### src/rtl/txpend_pkg.sv
package txpend_pkg;
  typedef enum logic {
    HALF_UPPER = 1'b0,
    HALF_LOWER = 1'b1
  } half_e;
endpackage

### src/rtl/txpend_wr_stage.sv
module txpend_wr_stage #(
  parameter int HALF_W = 16,
  localparam int FULL_W = 2 * HALF_W
) (
  input  logic              clk,
  input  logic              rst,
  input  logic              wr_stb,
  input  logic              word_sel,
  input  logic [HALF_W-1:0] wdata,
  output logic [FULL_W-1:0] set_vec,
  output logic              set_fire
);
  import txpend_pkg::*;

  logic [HALF_W-1:0] hold_q;
  logic              hold_vld_q;

  always_ff @(posedge clk) begin
    if (rst) begin
      hold_q     <= '0;
      hold_vld_q <= 1'b0;
    end else if (wr_stb) begin
      if (half_e'(word_sel) == HALF_UPPER) begin
        hold_q     <= wdata;
        hold_vld_q <= 1'b1;
      end else begin
        hold_vld_q <= 1'b0;
      end
    end
  end

  always_comb begin
    set_fire = wr_stb && (half_e'(word_sel) == HALF_LOWER);
    set_vec  = {(hold_vld_q ? hold_q : {HALF_W{1'b0}}), wdata};
  end

  // the holding flag is raised by an upper write and dropped by a lower write
  p_hold_arm_r4: assert property (@(posedge clk) disable iff (rst)
    (wr_stb && !word_sel) |=> hold_vld_q);
  p_hold_drop_r4: assert property (@(posedge clk) disable iff (rst)
    (wr_stb && word_sel) |=> !hold_vld_q);
endmodule

### src/rtl/txpend_flag_bank.sv
module txpend_flag_bank #(
  parameter int NUM_MBOX = 32
) (
  input  logic                clk,
  input  logic                rst,
  input  logic                set_fire,
  input  logic [NUM_MBOX-1:0] set_vec,
  input  logic [NUM_MBOX-1:0] cfg_mask,
  input  logic [NUM_MBOX-1:0] clr_vec,
  output logic [NUM_MBOX-1:0] flags,
  output logic                err
);
  logic [NUM_MBOX-1:0] legal_set;
  logic [NUM_MBOX-1:0] illegal_set;

  always_comb begin
    legal_set   = set_fire ? (set_vec & cfg_mask) : '0;
    illegal_set = set_fire ? (set_vec & ~cfg_mask) : '0;
    legal_set[0]   = 1'b0;
    illegal_set[0] = 1'b0;
  end

  assign flags[0] = 1'b0;

  for (genvar i = 1; i < NUM_MBOX; i++) begin : g_flag
    always_ff @(posedge clk) begin
      if (rst) flags[i] <= 1'b0;
      else     flags[i] <= (flags[i] | legal_set[i]) & ~clr_vec[i];
    end
  end

  always_ff @(posedge clk) begin
    if (rst) err <= 1'b0;
    else     err <= |illegal_set;
  end

  // a flag only falls when a clear asked for it
  p_set_only_r3: assert property (@(posedge clk) disable iff (rst)
    1'b1 |=> (($past(flags) & ~flags & ~$past(clr_vec)) == '0));
  // a requested clear always takes effect
  p_clear_wins_r9: assert property (@(posedge clk) disable iff (rst)
    (clr_vec != '0) |=> ((flags & $past(clr_vec)) == '0));
  // newly raised flags lie inside the configuration mask
  p_cfg_only_r10: assert property (@(posedge clk) disable iff (rst)
    1'b1 |=> ((flags & ~$past(flags) & ~$past(cfg_mask)) == '0));
endmodule

### src/rtl/txpend_rd_stage.sv
module txpend_rd_stage #(
  parameter int HALF_W = 16,
  localparam int FULL_W = 2 * HALF_W
) (
  input  logic              clk,
  input  logic              rst,
  input  logic              rd_stb,
  input  logic              word_sel,
  input  logic [FULL_W-1:0] live,
  output logic [HALF_W-1:0] rdata
);
  import txpend_pkg::*;

  logic [HALF_W-1:0] snap_q;
  logic              snap_vld_q;

  always_ff @(posedge clk) begin
    if (rst) begin
      snap_q     <= '0;
      snap_vld_q <= 1'b0;
      rdata      <= '0;
    end else if (rd_stb) begin
      if (half_e'(word_sel) == HALF_UPPER) begin
        rdata      <= live[FULL_W-1:HALF_W];
        snap_q     <= live[HALF_W-1:0];
        snap_vld_q <= 1'b1;
      end else begin
        rdata      <= snap_vld_q ? snap_q : live[HALF_W-1:0];
        snap_vld_q <= 1'b0;
      end
    end
  end

  // a paired lower read returns the value captured by the upper read
  p_snap_pair_r6: assert property (@(posedge clk) disable iff (rst)
    (rd_stb && !word_sel) ##1 (rd_stb && word_sel) |=> (rdata == $past(live[HALF_W-1:0], 2)));
  // an upper read shows the upper flags one cycle later
  p_upper_read_r11: assert property (@(posedge clk) disable iff (rst)
    (rd_stb && !word_sel) |=> (rdata == $past(live[FULL_W-1:HALF_W])));
endmodule

### src/rtl/txpend_split_reg.sv
module txpend_split_reg #(
  parameter int HALF_W = 16,
  localparam int NUM_MBOX = 2 * HALF_W
) (
  input  logic                clk,
  input  logic                rst,
  input  logic                wr_stb,
  input  logic                rd_stb,
  input  logic                word_sel,
  input  logic [HALF_W-1:0]   wdata,
  output logic [HALF_W-1:0]   rdata,
  input  logic [NUM_MBOX-1:0] tx_cfg_mask,
  input  logic [NUM_MBOX-1:0] cancel_req,
  input  logic [NUM_MBOX-1:0] tx_done,
  output logic [NUM_MBOX-1:0] pend_flags,
  output logic                set_err
);
  logic [NUM_MBOX-1:0] set_vec;
  logic                set_fire;
  logic [NUM_MBOX-1:0] clr_vec;

  assign clr_vec = cancel_req | tx_done;

  txpend_wr_stage #(.HALF_W(HALF_W)) u_wr (
    .clk(clk), .rst(rst), .wr_stb(wr_stb), .word_sel(word_sel),
    .wdata(wdata), .set_vec(set_vec), .set_fire(set_fire)
  );

  txpend_flag_bank #(.NUM_MBOX(NUM_MBOX)) u_bank (
    .clk(clk), .rst(rst), .set_fire(set_fire), .set_vec(set_vec),
    .cfg_mask(tx_cfg_mask), .clr_vec(clr_vec), .flags(pend_flags), .err(set_err)
  );

  txpend_rd_stage #(.HALF_W(HALF_W)) u_rd (
    .clk(clk), .rst(rst), .rd_stb(rd_stb), .word_sel(word_sel),
    .live(pend_flags), .rdata(rdata)
  );

  // an upper write alone leaves all flags alone
  p_upper_hold_r4: assert property (@(posedge clk) disable iff (rst)
    (wr_stb && !word_sel && clr_vec == '0) |=> $stable(pend_flags));
  // lower reads never show a flag for mailbox 0
  p_bit0_read_r2: assert property (@(posedge clk) disable iff (rst)
    (rd_stb && word_sel) |=> (rdata[0] == 1'b0));
  // outputs are clear right after reset
  p_reset_r1: assert property (@(posedge clk)
    rst |=> (pend_flags == '0 && !set_err && rdata == '0));
endmodule

### config.mk
export PLATFORM = sky130hd
export DESIGN_NAME = txpend_split_reg
export DESIGN_NICKNAME = d
export VERILOG_FILES = /design/src/rtl/txpend_pkg.sv /design/src/rtl/txpend_wr_stage.sv /design/src/rtl/txpend_flag_bank.sv /design/src/rtl/txpend_rd_stage.sv /design/src/rtl/txpend_split_reg.sv
export SDC_FILE = /design/constraint.sdc
export NUM_CORES = 1
export LEC_CHECK = 0
export ABC_AREA = 1
export BUFFER_PORTS_ARGS = -buffer_cell sky130_fd_sc_hd__buf_2
export CORE_MARGIN = 1
export CORE_UTILIZATION = 38
export DETAILED_ROUTE_END_ITERATION = 10
export GPL_ROUTABILITY_DRIVEN = 0
export PLACE_DENSITY_LB_ADDON = 0.05
export SYNTH_ARGS = -nofsm -noshare
export SYNTH_HDL_FRONTEND = slang
export SYNTH_SLANG_ARGS = --single-unit
### constraint.sdc
create_clock -name clk -period 1.3 [get_ports clk]
set_input_delay 0 -clock clk [delete_from_list [all_inputs] [get_ports clk]]
set_output_delay 0 -clock clk [all_outputs]
set_load 0.02 [all_outputs]
==> impl.org, run 1 <==
** Global routing
- The number of antenna violations at the first check in global routing is 0.
- Entering global routing, the biggest net connects 31 pins.
- The number of global-route vias before repair was 3939.
- Aggregate global-route resource usage :: 25.8%
- The first global-routing pass estimated 19500 um of wire.
- Total global routing overflow :: 0

** Final layout
- Area of the multi-input gates :: 1700 sq um
- Cells fill 60.5% of the core in the end.
- Of the cells placed in the final design, the portion with a size suffix greater than 1 is 33.6%.
- Relative to the synthesized area, the layout overhead comes to 54.2%.
- Leaving out filler cells and counting taps, the final layout contains between 800 and 900.
- In the final layout, flip-flops and latches occupy around 1600 sq um.
- Final #Nets :: 820
- Antenna diode count :: 0
- Fill cells in the final layout number 899.

** Timing
- Skew final :: 0.0131 ns
- Static timing analysis puts the maximum clock frequency at 779 MHz.
- Endpoints failing hold :: 0
- The worst path uses 98.8% of the clock period.
- Period minus WS final :: 1.28 ns
- Tightest hold margin :: 0.0181 ns
- Setup violations remaining at the end of the flow were counted as 0.
- Final Max Slew Viols :: 0
- Setup repair after global routing could not meet its margin everywhere.

** Logic synthesis
- For this run, the number of Yosys warnings is 0.
- When the netlist entered floorplanning its net count stood at 584.
- Gate Count Post-Synth :: 467
- Summing every instance area after synthesis gives 3640 sq um.
- Number of flip-flops and latches in the synthesized netlist :: slightly above 80
- Counting distinct cell types in the post-synthesis netlist gives 20.
- Average cell area after synthesis :: 7.80 sq um
- Seq/Total Area, Yosys :: about 45%

** Worst setup path
- Of all nets on the critical path, the largest fanout is 3.
- Counting both buffers and inverters, the worst setup path holds a total of 3.
- STA classifies the critical path startpoint as a primary input.
- Arrival time worst endpoint :: 1.52 ns
- Most numerous cell on the critical path :: dlygate4sd3_1
- Setup crit end kind :: flop
- Crit path kind :: in2reg
- Crit path required time :: ~1.5 ns
- The slowest stage of the critical path is the dlygate4sd3_1 cell.
- In this design, the largest share of critical-path delay is due to buffers and inverters.
- Chain of cells forming the critical path :: dlygate4sd3_1 > buf_2 > a31oi_1 > nor4_2 > dlygate4sd3_1
- For the worst flop-to-flop path, the logic depth is 3.
- Critical Path Max Stage Delay :: 0.57 ns
- Counting buffers and inverters, the worst setup path is 5 cells deep.

** Detailed routing
- Number of violations reported at the end of detailed-routing iteration 0 :: 159
- Summed over all layers, the routed wires come to roughly 13000 um.
- Before antenna repair, the detailed router went through 4 iterations.
- Vias :: 4095
- DR vias/cell :: 4.89
- In this run the remaining antenna-violating nets after routing total 0.
- After detailed routing, the number of remaining DRC violations is 0.
- WL/cell :: 15.2 um

** Clocking
- Library cell used as clock root buffer :: clkbuf_8
- Clock tree synthesis found a total of 81 sinks.
- Largest buffer count on any clock path :: 2
- Buffers added to address setup during post-CTS repair amount to 0.
- Clock-pin slew was measured on the worst setup and hold paths at 0.08 ns.
- Number of buffers created by CTS :: 9
- At the later pin of the worst-skew pair, clock insertion delay measures 0.35 ns.
- The H-tree was split into 3 levels.
- CTS tree :: built

** Pwr
- VDD sags by at most 0.412 mV.
- For this design the static power due to leakage is 2.57 nW.
- Power density of the placed cells :: 917 nW/um^2

** Floorplan
- Area of the core :: ~9300 sq um
- 166 I/O pins were placed.
- From bottom edge to top edge, the die measures 99.9 um.
- The die is 99.9 um wide.
- For this configuration, the core starts out at a cell density of 39.2%.
- Row generation in the floorplan step produced 35 rows.
- The floorplan step defined a die boundary enclosing between 9000 and 10000 sq um.

** Run status
- The run finished with clean final reports.

** Worst hold path
- Worst min-delay path category :: in2reg
- The worst hold path was traced through 3 stages.

** Place
- Placed Cells incl. Taps :: 741
- Input/output buffers :: 161
- Half-perimeter wire length after placement :: 8540 um

** Flow run
- Maxcap violations :: 0
==> synthesized netlist by cell type (all sizes together) <==
library cell,instances,area share (%)
o21ai,54,7.4
buf,23,3.9
nand2,75,7.8
a31oi,35,6.0
o211a,1,0.27
inv,55,5.7
clkbuf,4,0.41
nand3,11,1.5
nand3b,2,0.41
conb,1,0.10
nor4,31,11
dfxtp,81,45
a21oi,47,6.5
nor2,47,4.8
==> cells in the final DEF, fill, tap and decap left out, drive strengths merged <==
cell         instances
o211a                1
dfxtp               81
dlygate4sd3         80
conb                 1
nor4                31
o21ai               54
clkinv               5
buf                172
nor2                47
inv                 54
a31oi               35
clkinvlp             1
a21oi               47
nand2               75
clkbuf              11
nand3b               2
nand3               11
==> worst paths after layout <==
kind | startpoint | slack, ns | to
setup reg to reg | u_bank.flags[13] | 0.03 | u_bank.flags[13]
hold / removal | wdata[7] | 0.02 | u_wr.hold_q[7]
hold reg to reg | u_rd.snap_q[5] | 0.45 | u_rd.snap_q[5]
setup / recovery | wdata[13] | 0.02 | u_bank.flags[13]
==> worst reg2reg max path: cells and delay by family, from the launching register on <==
family,cells,cell delay (ns)
and+or+nand+nor,1,0.06
AOI/OAI and AO/OA,1,0.19
buffers and inverters,1,0.57
DFF,1,0.34
==> cell type report <==
cell class              instances  area share (%)
repair buffers                252            31.0
multi-input cells             304            30.3
flip-flops and latches         81            29.1
inverters                      55            3.70
well taps                     129            2.87
clock buffers                  11            2.52
clock inverters                 5           0.557
==> per-stage QoR <==
| stage | setup TNS, ns | total power, mW | worst slack (ns) | instance area (sq um) |
|---|---|---|---|---|
| after global placement | 0 | 3.34 | 0.210 | 4580 |
| after floorplan | 0 | 3.00 | 0.307 | 3640 |
| after global routing | -0.0385 | 5.38 | -0.0134 | 5620 |
| after CTS | 0 | 5.18 | 0.0259 | 5560 |
| final | 0 | 5.15 | 0.0155 | 5620 |
| after detailed placement | 0 | 3.35 | 0.193 | 4580 |
==> cells by family after synthesis <==
group | share of synthesized area, %
compound gates | 20.2
simple gates | 25.2
buf+inv | 10.0
flops | 44.5
other cells | 0.103
==> layer usage <==
metal | wire (um) | track usage (%) | vias up
met5 | 0 | 0 | -
met2 | 6140 | 44.0 | 139
li1 | - | - | 2051
met1 | 5710 | 33.1 | 1891
met4 | 187 | 9.28 | 0
met3 | 653 | 3.97 | 14
==> sequential cells by signal, summed over array words and instances, names as in the netlist <==
signal           flops
u_wr.hold_vld_q      1
u_wr.hold_q         16
u_bank.err           1
u_rd.snap_vld_q      1
u_bank.flags        31
u_rd.snap_q         15
u_rd.rdata          16
==> power breakdown <==
| part | switching (mW) | internal [mW] | leakage (nW) |
|---|---|---|---|
| Clock | 0.946 | 0.741 | 0.0891 |
| Sequential | 0.0434 | 2.56 | 0.665 |
| Combinational | 0.453 | 0.411 | 1.82 |
==> what timing repair did <==
action	in CTS	in global routing
hold buffers	80	0
resized for setup	0	18
endpoints found under the hold margin	46	0
endpoints found under the setup margin	0	12
Power figures use the tool's default switching activity.
==> run 2, diff against run 1 <==
--- a/config.mk
+++ b/config.mk
@@ -11,6 +11,7 @@
 export CORE_UTILIZATION = 38
 export DETAILED_ROUTE_END_ITERATION = 10
 export GPL_ROUTABILITY_DRIVEN = 0
+export GPL_TIMING_DRIVEN = 0
 export PLACE_DENSITY_LB_ADDON = 0.05
 export SYNTH_ARGS = -nofsm -noshare
 export SYNTH_HDL_FRONTEND = slang
==> constraint.sdc (replaced) <==
create_clock -name clk -period 1.6 [get_ports clk]
set_input_delay 0 -clock clk [delete_from_list [all_inputs] [get_ports clk]]
set_output_delay 0 -clock clk [all_outputs]
set_load 0.02 [all_outputs]
==> run 2 against run 1 <==
Against the previous run: critical path depth is 3 higher; global-route usage rose by 1.6 points; the run now ends with negative hold slack left; hold slack worse by 0.022 ns; die area unchanged; total power decreased by 11%; flip-flop and latch count stayed put; clock skew fell by 0.0041 ns; setup slack gained 0.0089 ns; sequential power down 18%; largest cell class unchanged; clock-buffer cell count up 1; clock power about the same.
==> impl.org, run 2 (synthesized netlist as in run 1, its figures left out) <==
** Run status
- The flow ran to the end, but the final reports show violations.
- Violations in the final reports :: negative hold slack

** Place
- Instance area at placement :: 4610 sq um
- At the placement stage, the worst setup path has a slack of 0.356 ns.
- Input/output buffers :: 161
- Detailed placement finished with a half-perimeter wire length of 9510 um.
- Including well taps, the total number of placed cells is 757.

** Pwr
- Relative contribution of sequential cells to total power :: between 40% and 50%
- P_sw :: 1.17 mW
- The clock network is responsible for 37.6% of the overall power.
- The internal power of the cells totals around 3.4 mW.
- Net switching is approximately 26% of the power.
- Maximum VDD drop :: between 0.4 and 0.5 mV
- Power density of the placed cells :: about 800 nW/um^2
- Comb pwr share :: between 10% and 20%
- Leak :: 2.61 nW

** Worst setup path
- The worst setup path is of the in2reg kind.
- In this run the worst path has a maximum fanout of 10.
- Count of cells along the worst register-to-register path :: 6
- For the worst setup path, the data arrival time is 1.81 ns.
- The setup check on the worst reg-to-reg path leaves a slack of 0.06 ns.
- Setup crit end kind :: flop
- In this run the critical register-to-register path is captured at u_bank.flags[16].
- Critical register-to-register path startpoint :: u_wr.hold_vld_q
- Worst path bufs/invs :: 5
- Data on the critical path is required at its endpoint by 1.83 ns.
- Crit start category :: primary input
- Critical Path Max Stage Delay :: 0.59 ns
- Critical path's top delay family :: buffers and inverters
- Chain of cells forming the critical path :: dlygate4sd3_1 > buf_2 > nand2_1 > inv_4 > buf_8 > a31oi_1 > nor4_2 > dlygate4sd3_1
- Among all stages on the critical path, the largest delay is contributed by dlygate4sd3_1.
- The cell that appears most often on the critical path is dlygate4sd3_1.

** Timing
- Tightest hold margin :: -0.00432 ns
- Number of setup violations in the final report :: 0
- RSZ-0062 raised after global routing :: yes
- The max-slew violation count is 0.
- Setup slack after layout :: 0.0244 ns
- For this run, the top clock speed supported by timing is 635 MHz.
- The clock arrives with 0.00907 ns of skew.
- In this run the tightest slew margin relative to its limit is a little over a third.
- The worst path uses 98.5% of the clock period.
- At the pin with the least slew margin, the transition time is 0.969 ns.
- For the finished layout, the period the worst path requires is 1.58 ns.
- Endpoints failing hold :: 2

** Final layout
- Across the whole layout, storage elements account for ~1600 sq um.
- Antenna diode count :: 0
- Share of the core filled with cells :: 61.4%
- Largest reg by FF count :: u_bank.flags
- Non-Filler Instances :: 852
- Cells with a size suffix above 1 make up about a third of the layout.
- The multi-input combinational cells in the finished layout cover a total of 1690 sq um.
- At the end of the flow, the number of nets in the layout was 835.
- Synthesis-to-layout area growth :: 56.5%
- After routing the design area is 5700 sq um.
- Flip-flop count of the largest register, all copies and words added :: 31
- Most common cell after layout, fill and taps aside :: buf_2
- The filler cells instantiated in the layout total a little under 900.
- The largest registers in the layout are u_bank.flags (31), u_rd.rdata (16), u_wr.hold_q (16).
- Commonest non-fill, non-tap cells in the layout :: buf_2, dfxtp_1, dlygate4sd3_1

** Global routing
- The layer flagged by global routing as most heavily used is met2.
- Pin count of the biggest net entering global routing :: 14
- Global routing finished with a remaining overflow of 0.
- The first global-routing pass estimated 20700 um of wire.
- The number of global-route vias before repair came to around 4200.
- For met3 alone, demand over resource in global routing was 5.50%.
- For this run, global-route usage on met1 was measured as 33.9%.
- Global routing used between 40% and 50% of the available met2 tracks.
- Number of antenna violations at the first check in global routing :: 0
- Across every metal layer, demand over resource in global routing totals between 20 and 30%.

** Detailed routing
- After detailed routing, the number of remaining DRC violations is 0.
- Final routed wirelength across all metal layers :: 13500 um
- Dividing the detail-routed via count by the number of cells gives 5.02.
- Remaining antenna violation count :: 0
- WL/cell :: ~16 um
- The pre-antenna-repair detailed-routing pass consisted of 5 iterations.
- The final route contains about 4300 vias.
- For this block, the initial DRC count from the detailed router was approximately 180.

** Clocking
- Buffers inserted during clock tree synthesis total 9.
- The cell sitting at the root of the clock tree is a clkbuf_8.
- At the later pin of the worst-skew pair, clock insertion delay measures 0.35 ns.
- TritonCTS built the clock tree.
- Number of H-tree branching levels :: 3
- The clock drives 81 sinks.
- CTS clk-pin slew, worst paths :: 0.08 ns
- No sink is reached through more buffers than the 2 on the longest clock path.

** Floorplan
- Initial standard-cell utilization of the core :: 39.2%
- Horizontal extent of the die :: approximately 100 um
- Area of the core :: 9280 sq um
- Total Die Area :: 9980 sq um
- The initialized floorplan defines 35 standard-cell rows.
- Number of ports placed on the die boundary :: 166
- From bottom edge to top edge, the die measures 99.9 um.

** Worst hold path
- The path with the worst hold slack has its endpoint at u_bank.flags[8].
- In this run the worst hold path is classified as in2reg.
- Worst hold start :: tx_cfg_mask[8]
- Hold-critical path depth :: 3

** Flow run
- Maxcap violations :: 0
[run 2: cell types whose count changed in the layout (fill, tap and decap cells not counted), moves of 4 or more]
cell	change
clkbuf_1	+4
buf_2	+9
dfxtp_2	-9
clkinv_2	-4
dfxtp_1	+9
[run 2: what timing repair did]
item	CTS	global route
hold endpoints to repair	46	9
hold buffers	77	9
endpoints found under the setup margin	0	20
setup buffers	0	2
gates resized for setup	0	18
[run 2: metal layers]
metal / wire (um) / up-vias
met5: 0 / -
met4: 265 / 0
met3: 883 / 23
met2: 6550 / 186
met1: 5770 / 1982
li1: - / 2083
[run 2: layout make-up]
type | instances | area share (%)
Multi-Input combinational cell | 304 | 29.7
Tap cell | 129 | 2.83
Inverter | 55 | 3.66
Clock inverter | 4 | 1.32
Clock buffer | 12 | 2.72
Buffer | 27 | 3.38
Timing Repair Buffer | 240 | 27.9
Sequential cell | 81 | 28.5
[run 2: power by group through the flow]
stage	Clock [mW]	Sequential (mW)	Combinational, mW
after global placement	0	2.16	0.570
after CTS	1.74	2.11	0.686
after floorplan	0	2.17	0.272
after detailed placement	0	2.16	0.574
final	1.72	2.12	0.731
after global routing	1.83	2.12	0.800
[run 2: stage by stage]
stage / power, mW / TNS (ns)
floorplan: 2.44 / 0
CTS: 4.54 / 0
detailed placement: 2.73 / 0
finish: 4.56 / 0
global route: 4.76 / -0.0563
global placement: 2.73 / 0
[run 2: worst max-delay path by stage]
stage / from / end / slack, ns / cells past startpoint
finish: wr_stb / u_bank.flags[16] / 0.02 / 8
global route: wr_stb / u_bank.flags[12] / -0.02 / 8
CTS: wr_stb / u_bank.flags[16] / 0.02 / 8
detailed placement: u_rd.snap_vld_q / u_rd.rdata[3] / 0.36 / 3
global placement: u_rd.snap_vld_q / u_rd.rdata[3] / 0.36 / 3
floorplan: u_wr.hold_vld_q / u_bank.err / 0.61 / 9
[run 2: worst reg2reg max path: stages, from the launching register on]
cell           delay [ns]
dfxtp_2              0.34
buf_6                0.14
nand2_1              0.06
inv_1                0.05
a31oi_1              0.20
nor4_2               0.05
dlygate4sd3_1        0.59
